===== config.mk =====
export PLATFORM = sky130hd
export DESIGN_NAME = way_maint_seq
export DESIGN_NICKNAME = d
export VERILOG_FILES = /design/src/rtl/wme_pkg.sv /design/src/rtl/wme_ctrl.sv /design/src/rtl/wme_dpath.sv /design/src/rtl/way_maint_seq.sv
export SDC_FILE = /design/constraint.sdc
export NUM_CORES = 1
export LEC_CHECK = 0
export CORE_UTILIZATION = 55
export CTS_CLUSTER_DIAMETER = 120
export CTS_CLUSTER_SIZE = 16
export DETAILED_ROUTE_END_ITERATION = 10
export DONT_BUFFER_PORTS = 1
export PLACE_DENSITY = 0.8
export SYNTH_ARGS = -nofsm -noshare
export SYNTH_HDL_FRONTEND = slang
export SYNTH_HIERARCHICAL = 1
export SYNTH_SLANG_ARGS = --single-unit
export TNS_END_PERCENT = 10

===== constraint.sdc =====
create_clock -name clk -period 7.4 [get_ports clk]
set_clock_uncertainty 0.1 [all_clocks]
set_input_delay 0.37 -clock clk [delete_from_list [all_inputs] [get_ports clk]]
set_output_delay 0.37 -clock clk [all_outputs]
set_load 0.01 [all_outputs]

===== src/rtl/wme_pkg.sv =====
package wme_pkg;

  // Maintenance opcodes carried in write data bits [OP_LSB+1:OP_LSB]
  typedef enum logic [1:0] {
    OP_NONE  = 2'b00,
    OP_CLEAN = 2'b01,
    OP_INVAL = 2'b10,
    OP_FLUSH = 2'b11
  } maintOp_e;

  localparam int ADDR_W  = 2;
  localparam int OP_LSB  = 16;
  localparam int WAY_LSB = 20;

  localparam logic [ADDR_W-1:0] REG_WAYOP  = 2'd0;
  localparam logic [ADDR_W-1:0] REG_SETWAY = 2'd1;
  localparam logic [ADDR_W-1:0] REG_SYNC   = 2'd2;

  // Control-to-datapath strobes, all single-cycle
  typedef struct packed {
    logic wayStart;   // latch mask/op and begin a walk
    logic swDo;       // atomic set/way operation performed this cycle
    logic syncWr;     // sync register written
    logic step;       // walk entry processed, advance the cursor
    logic evLoad;     // load the looked-up entry into the eviction slot
    logic errPulse;   // refused write, respond with error next cycle
  } strobes_t;

endpackage


===== src/rtl/wme_ctrl.sv =====
module wme_ctrl
  import wme_pkg::*;
#(
  parameter int WAYS   = 8,
  parameter int SETS   = 64,
  parameter int DATA_W = 32,
  parameter int SET_W  = $clog2(SETS),
  parameter int WAY_W  = $clog2(WAYS)
) (
  input  logic [ADDR_W-1:0] busAddr,
  input  logic              busWrEn,
  input  logic [DATA_W-1:0] busWrData,
  input  logic              walkBusy,
  input  logic              evValid,
  input  logic [SET_W-1:0]  curSet,
  input  logic [WAY_W-1:0]  curWay,
  input  logic [1:0]        walkOp,
  input  logic              tagValid,
  input  logic              tagDirty,
  output strobes_t          strb,
  output logic [SET_W-1:0]  tagSet,
  output logic [WAY_W-1:0]  tagWay,
  output logic              tagWrEn,
  output logic              tagWrValid,
  output logic              tagWrDirty
);

  logic [WAYS-1:0] wrMask;
  logic [1:0]      wrOp;
  logic [1:0]      actOp;
  logic            guardedWr;
  logic            needEv;
  logic            doAct;
  logic            unusedWrBits;

  assign wrMask       = busWrData[WAYS-1:0];
  assign wrOp         = busWrData[OP_LSB +: 2];
  assign unusedWrBits = ^busWrData;

  assign guardedWr = busWrEn && ((busAddr == REG_WAYOP) ||
                                 (busAddr == REG_SETWAY) ||
                                 (busAddr == REG_SYNC));

  // The walk owns the lookup port while it runs; otherwise the bus does
  assign actOp  = walkBusy ? walkOp : wrOp;
  assign tagSet = walkBusy ? curSet : busWrData[SET_W-1:0];
  assign tagWay = walkBusy ? curWay : busWrData[WAY_LSB +: WAY_W];

  // A write-back is needed when the opcode has the clean bit and the line is dirty
  assign needEv = tagValid && tagDirty && actOp[0];

  always_comb begin
    strb  = '0;
    doAct = 1'b0;
    if (walkBusy) begin
      strb.errPulse = guardedWr;
      // stall only when a victim must go out and the slot is taken
      if (!(needEv && evValid)) begin
        strb.step = 1'b1;
        doAct     = 1'b1;
      end
    end else if (busWrEn) begin
      case (busAddr)
        REG_WAYOP:  strb.wayStart = (wrMask != '0) && (wrOp != OP_NONE);
        REG_SETWAY: begin
          if (evValid) begin
            strb.errPulse = 1'b1;
          end else if (wrOp != OP_NONE) begin
            strb.swDo = 1'b1;
            doAct     = 1'b1;
          end
        end
        REG_SYNC:   strb.syncWr = 1'b1;
        default:    ;
      endcase
    end
    strb.evLoad = doAct && needEv;
  end

  // New line state per opcode
  always_comb begin
    tagWrEn    = 1'b0;
    tagWrValid = 1'b0;
    tagWrDirty = 1'b0;
    if (doAct) begin
      case (actOp)
        OP_CLEAN: begin
          tagWrEn    = needEv;
          tagWrValid = 1'b1;
        end
        OP_INVAL, OP_FLUSH: tagWrEn = tagValid;
        default: ;
      endcase
    end
  end

endmodule


===== src/rtl/wme_dpath.sv =====
module wme_dpath
  import wme_pkg::*;
#(
  parameter int WAYS   = 8,
  parameter int SETS   = 64,
  parameter int DATA_W = 32,
  parameter int SET_W  = $clog2(SETS),
  parameter int WAY_W  = $clog2(WAYS)
) (
  input  logic              clk,
  input  logic              rstN,
  input  strobes_t          strb,
  input  logic [ADDR_W-1:0] busAddr,
  input  logic [DATA_W-1:0] busWrData,
  input  logic [SET_W-1:0]  tagSet,
  input  logic [WAY_W-1:0]  tagWay,
  input  logic              evReady,
  output logic              walkBusy,
  output logic [SET_W-1:0]  curSet,
  output logic [WAY_W-1:0]  curWay,
  output logic [1:0]        walkOp,
  output logic [DATA_W-1:0] busRdData,
  output logic              busErr,
  output logic              evValid,
  output logic [SET_W-1:0]  evSet,
  output logic [WAY_W-1:0]  evWay,
  output logic [WAYS-1:0]   allocLock
);

  localparam logic [SET_W-1:0] LAST_SET = SET_W'(SETS - 1);

  logic [WAYS-1:0] pendMask;
  logic [WAYS-1:0] walkMask;
  logic [WAYS-1:0] higherMask;
  logic [WAYS-1:0] wrMask;
  logic            syncPend;
  logic            lastSet;
  logic            evDrain;
  logic            unusedWrBits;

  function automatic logic [WAY_W-1:0] firstWay(input logic [WAYS-1:0] m);
    logic [WAY_W-1:0] r;
    r = '0;
    for (int i = WAYS - 1; i >= 0; i--) begin
      if (m[i]) r = WAY_W'(i);
    end
    return r;
  endfunction

  assign wrMask       = busWrData[WAYS-1:0];
  assign unusedWrBits = ^busWrData;
  assign lastSet      = (curSet == LAST_SET);
  assign evDrain      = evValid && evReady;
  assign walkBusy     = |pendMask;
  assign allocLock    = pendMask;

  // Selected ways above the cursor, still to be visited in this set
  always_comb begin
    for (int i = 0; i < WAYS; i++) begin
      higherMask[i] = walkMask[i] && (i > int'(curWay));
    end
  end

  // Walk cursor and pending mask
  always_ff @(posedge clk) begin
    if (!rstN) begin
      pendMask <= '0;
      walkMask <= '0;
      walkOp   <= OP_NONE;
      curSet   <= '0;
      curWay   <= '0;
    end else if (strb.wayStart) begin
      pendMask <= wrMask;
      walkMask <= wrMask;
      walkOp   <= busWrData[OP_LSB +: 2];
      curSet   <= '0;
      curWay   <= firstWay(wrMask);
    end else if (strb.step) begin
      if (lastSet) pendMask[curWay] <= 1'b0;
      if (|higherMask) begin
        curWay <= firstWay(higherMask);
      end else begin
        curWay <= firstWay(walkMask);
        curSet <= curSet + 1'b1;
      end
    end
  end

  // One-entry eviction slot, sync flag and error response
  always_ff @(posedge clk) begin
    if (!rstN) begin
      evValid  <= 1'b0;
      evSet    <= '0;
      evWay    <= '0;
      syncPend <= 1'b0;
      busErr   <= 1'b0;
    end else begin
      if (strb.evLoad) begin
        evValid <= 1'b1;
        evSet   <= tagSet;
        evWay   <= tagWay;
      end else if (evDrain) begin
        evValid <= 1'b0;
      end
      if (strb.syncWr)  syncPend <= evValid && !evReady;
      else if (evDrain) syncPend <= 1'b0;
      busErr <= strb.errPulse;
    end
  end

  // Read side: never refused
  always_comb begin
    busRdData = '0;
    case (busAddr)
      REG_WAYOP: busRdData[WAYS-1:0] = pendMask;
      REG_SYNC:  busRdData[0]        = syncPend;
      default:   ;
    endcase
  end

  assert_ev_hold_R9: assert property (@(posedge clk) disable iff (!rstN)
    evValid && !evReady |=> evValid && $stable(evSet) && $stable(evWay));

  assert_no_overflow_R9: assert property (@(posedge clk) disable iff (!rstN)
    strb.evLoad |-> !evValid);

  assert_lock_monotone_R4: assert property (@(posedge clk) disable iff (!rstN)
    walkBusy |=> ((allocLock & ~$past(allocLock)) == '0));

  assert_sync_tracks_slot_R11: assert property (@(posedge clk) disable iff (!rstN)
    syncPend |-> evValid);

endmodule


===== src/rtl/way_maint_seq.sv =====
module way_maint_seq
  import wme_pkg::*;
#(
  parameter int WAYS   = 8,
  parameter int SETS   = 64,
  parameter int DATA_W = 32,
  localparam int SET_W = $clog2(SETS),
  localparam int WAY_W = $clog2(WAYS)
) (
  input  logic              clk,
  input  logic              rstN,
  input  logic [ADDR_W-1:0] busAddr,
  input  logic              busWrEn,
  input  logic [DATA_W-1:0] busWrData,
  output logic [DATA_W-1:0] busRdData,
  output logic              busErr,
  output logic [SET_W-1:0]  tagSet,
  output logic [WAY_W-1:0]  tagWay,
  input  logic              tagValid,
  input  logic              tagDirty,
  output logic              tagWrEn,
  output logic              tagWrValid,
  output logic              tagWrDirty,
  output logic              evictValid,
  input  logic              evictReady,
  output logic [SET_W-1:0]  evictSet,
  output logic [WAY_W-1:0]  evictWay,
  output logic [WAYS-1:0]   allocLock
);

  strobes_t         strb;
  logic             walkBusy;
  logic [SET_W-1:0] curSet;
  logic [WAY_W-1:0] curWay;
  logic [1:0]       walkOp;

  wme_ctrl #(
    .WAYS(WAYS), .SETS(SETS), .DATA_W(DATA_W), .SET_W(SET_W), .WAY_W(WAY_W)
  ) ctrl_i (
    .busAddr   (busAddr),
    .busWrEn   (busWrEn),
    .busWrData (busWrData),
    .walkBusy  (walkBusy),
    .evValid   (evictValid),
    .curSet    (curSet),
    .curWay    (curWay),
    .walkOp    (walkOp),
    .tagValid  (tagValid),
    .tagDirty  (tagDirty),
    .strb      (strb),
    .tagSet    (tagSet),
    .tagWay    (tagWay),
    .tagWrEn   (tagWrEn),
    .tagWrValid(tagWrValid),
    .tagWrDirty(tagWrDirty)
  );

  wme_dpath #(
    .WAYS(WAYS), .SETS(SETS), .DATA_W(DATA_W), .SET_W(SET_W), .WAY_W(WAY_W)
  ) dpath_i (
    .clk      (clk),
    .rstN     (rstN),
    .strb     (strb),
    .busAddr  (busAddr),
    .busWrData(busWrData),
    .tagSet   (tagSet),
    .tagWay   (tagWay),
    .evReady  (evictReady),
    .walkBusy (walkBusy),
    .curSet   (curSet),
    .curWay   (curWay),
    .walkOp   (walkOp),
    .busRdData(busRdData),
    .busErr   (busErr),
    .evValid  (evictValid),
    .evSet    (evictSet),
    .evWay    (evictWay),
    .allocLock(allocLock)
  );

  assert_err_after_write_R3: assert property (@(posedge clk) disable iff (!rstN)
    busErr |-> $past(busWrEn));

  assert_walk_writes_locked_R4: assert property (@(posedge clk) disable iff (!rstN)
    (|allocLock) && tagWrEn |-> allocLock[tagWay]);

endmodule


Word level (Yosys, flattened, before mapping)
Index checks and enable logic that the tools add are counted.

operators by class
  add/sub/neg operators = 1
  $lt $le $gt $ge = 9
  multiplexer cells = 58
  reductions and logical operators = 32
  bitwise logic cells = 4
  eq/ne operators = 6

operators by type and width
  kind                                                                count
  two-way mux 3 bit                                                   29
  two-way mux 8 bit                                                   3
  two-way mux 1 bit                                                   20
  logical AND 1 bit                                                   16
  > comparator 3 bit (first input constant)                           4
  nonzero test 2 bit                                                  5
  AND 8 bit                                                           1
  inverter 8 bit                                                      1
  nonzero test 8 bit                                                  1
  OR reduction 8 bit                                                  1
  two-way mux 7 bit                                                   1
  OR reduction 7 bit                                                  1
  adder 6 x 1 -> 6 bit (second input constant)                        1
  equality test 2 bit (second input constant)                         3
  equality test 6 bit (second input constant)                         1
  > comparator 2 x 3 -> 1 bit (first input constant)                  2
  two-way mux 6 bit                                                   1
  equality test 2 x 1 -> 1 bit (second input constant)                2
  less-than comparator 3 x 4 -> 1 bit (second input constant)         1
  one-hot mux 1 bit (2 select lines)                                  2
  AND reduction 2 bit                                                 2
  OR reduction 2 bit                                                  2
  demux 1 bit (select 3 bit)                                          1
  greater-or-equal comparator 3 x 1 -> 1 bit (second input constant)  1
  6 further kinds                                                     8

storage, ports and cells
  bits of input ports = 40
  bits in registers = 39
  logic and storage cells = 120
  output and inout port bits = 63

Longest topological paths before layout
  depth after elaboration = 12
  depth in mapped cells = 12

Hierarchy
The synthesis kept the hierarchy.

by module, submodules not included
  module     area an instance (um2)  times used  cells each
  wme_dpath  2132.0                  1           258
  wme_ctrl   312.8                   1           38

Least setup slack after synthesis
OpenSTA, ideal clock, no wires.

  path kind = reg-to-reg
  start = register dpath_i.pendMask[0], in the netlist dpath_i/allocLock[0]
  end = register dpath_i.curWay[2]
  arrival time = 2.242 ns
  period minus slack after synthesis = 2.401 ns
  buffers on the path = 2
  path slack = 4.999 ns
  stages on the path, launching flop included = 13
  data required time = 7.241 ns
  path through = dfxtp_1 -> nor4_1 -> nand2_1 -> buf_6 -> nand2b_4 -> a2111oi_0 -> buf_2 -> inv_1 -> or3_1 -> nor2_1 -> a21oi_1 -> o31ai_1 -> and2_1

RTL lines
  what                    RTL line         RTL
  start, declared         wme_dpath.sv:32  logic [WAYS-1:0] pendMask;
  start signal, assigned  wme_dpath.sv:73  pendMask <= wrMask;
  end signal, assigned    wme_dpath.sv:77  curWay <= firstWay(wrMask);
  end signal, assigned    wme_dpath.sv:81  curWay <= firstWay(higherMask);
  end signal, assigned    wme_dpath.sv:83  curWay <= firstWay(walkMask);
  end, declared           wme_dpath.sv:20  output logic [WAY_W-1:0] curWay,

==> summary.txt <==
Setup path
  – Setup crit start kind: flip-flop
  – Req. time, crit path: 7.48 ns
  – Nature of the critical path endpoint: flip-flop
  – CP max stage delay: 0.57 ns
  – CP max FO: 16
  – Crit-path cells: nor4_1 -> nand2_1 -> inv_1 -> nor2_1 -> nand4_1 -> nor3_1 -> nand3_1 -> nand3_1 -> a21boi_0
  – Bufs and invs on worst path: 1
  – CP max stage cell: nor2_1
  – CP dominant cell by count: nand3_1
  – Crit-path leading delay family: simple AND/OR/NAND/NOR gates
  – Crit path kind: reg2reg
  – Crit path arrival time: 3.28 ns

GRT
  – GRT Util Overall: 25.0%
  – Largest net degree at the start of global routing: 36
  – Vias in the first global route: 1853
  – Number of antenna violations at the first check in global routing: 0
  – Global route total overflow: 0
  – First-pass GRT wire length: 8600 µm

Power and ir drop
  – LEAKAGE: 0.886 nW
  – VDD IR max: 0.113 mV
  – PD cells: 210 nW/µm²
  – Power after layout: 518 µW

Die
  – Chip height: 68.6 µm
  – I/O pin count: 103
  – Core Rows: 23
  – Die area: 4710 µm²
  – Core Region: 4120 µm²
  – Die W: 68.6 µm
  – Initial Utilization: 59.3%

Logic synthesis
  – Syn Std Cell Area: 2440 µm²
  – Yosys synthesis warning count: 6
  – Avg Cell Area, Syn: 8.27 µm²
  – Post-Synthesis Cells: 295

Clock network
  – Root buf cell: clkbuf_8
  – PostCTS Resize Cnt: 0
  – Post-CTS Setup Inserts: 0
  – H-tree Lvls: 2
  – Worst-Skew Late Latency: 0.29 ns
  – Clock sinks: 39
  – Worst-path clk slew: 0.08 ns
  – CTS max path bufs: 2
  – Hold-fix buffers, CTS: 0
  – CTS tree: done
  – TritonCTS buffer count: 5

Detailed routing
  – Routed wire per std cell: 16.5 µm
  – WL final: 5590 µm
  – DR vias/cell: 6.08
  – First-pass iteration count of the detailed router: 4
  – Vias: 2062
  – DR iter-0 viols: 220
  – Post-DRT Antenna Nets: 0
  – DRC: 0

Outcome
  – Status: finished, final reports clean

Job
  – # Max-Cap Violations: 0

STA
  – Final setup violation count: 0
  – Post-route setup slack: 4.20 ns
  – Worst-margin pin slew: 1.01 ns
  – Final Critical Period: 3.20 ns
  – Pins Over Slew Limit: 0
  – Post-route clock period utilization: 43.2%
  – TNS Setup: 0 ns
  – FMAX: 313 MHz
  – Number of hold violations in the final report: 0
  – Slew margin rel.: 32.7%
  – RSZ-0062 raised after global routing: no

Final layout
  – Multi-input logic area: 1450 µm²
  – Share of layout cells above drive strength 1: 10.4%
  – Commonest non-fill, non-tap cell in the layout: dfxtp_1
  – Antenna Cells: 0
  – Filler Cell Count: 359
  – Nets: 329
  – Reg area: 781 µm²
  – Highest-count cells in the layout ignoring fill and taps: 39 x dfxtp_1, 28 x nand2_1, 25 x conb_1
  – Syn-to-layout area delta: 1.03%

Place
  – DP HPWL: 4040 µm
  – I/O Buffers: 0
  – Post-Place Worst Slack: 4.28 ns
  – GPL Wtd Cong: 0.902

Min path
  – Worst Hold Class: in2reg
final timing paths:
| check | startpoint | to | slack, ns | depth (start not counted) |
|---|---|---|---|---|
| setup / recovery | dpath_i/allocLock[0] | dpath_i/allocLock[4] | 4.20 | 9 |
| hold / removal | evictReady | dpath_i/syncPend | 0.07 | 1 |
| setup reg to reg | dpath_i/allocLock[0] | dpath_i/allocLock[4] | 4.20 | 9 |
| hold reg to reg | dpath_i/walkMask[6] | dpath_i/walkMask[6] | 0.41 | 2 |
cell type report:
type	instances	share of cell area [%]
inverter	13	1.98
sequential	39	31.7
multi-input combinational	228	58.7
tap	50	2.54
timing repair buffer	1	0.305
clock buffer	6	3.35
clock inverter	2	1.42
routing by layer:
metal  global-route usage, %  vias up  part of all wire (%)
li1                        -      971                     -
met1                    33.6      951                    43
met2                    38.0      127                    46
met3                    6.41       13                    10
met4                    9.90        0                   1.6
met5                       0        -                     0
metrics by stage:
step,std cells,cell area [µm²],util [%],hold WS (ns)
2_1_floorplan,318,2530,-,0.368
3_3_place_gp,331,2350,57.0,0.370
3_5_place_dp,331,2350,57.0,0.374
4_1_cts,339,2460,59.9,0.0615
5_1_grt,339,2460,59.9,0.0745
6_report,339,2460,59.9,0.0653
state kept, by name, summed over array words and instances, names as in the netlist:
| signal | flops |
|---|---|
| dpath_i/evWay | 3 |
| dpath_i/syncPend | 1 |
| dpath_i/curWay | 3 |
| dpath_i/allocLock | 8 |
| dpath_i/busErr | 1 |
| dpath_i/evSet | 6 |
| dpath_i/walkOp | 2 |
| dpath_i/curSet | 6 |
| dpath_i/walkMask | 8 |
| dpath_i/evValid | 1 |
power breakdown:
group	internal, mW	total [mW]	switching, mW
sequential	0.218	0.234	0.0161
clock	0.109	0.185	0.0762
combinational	0.0388	0.0984	0.0596
Power figures use the tool's default switching activity.
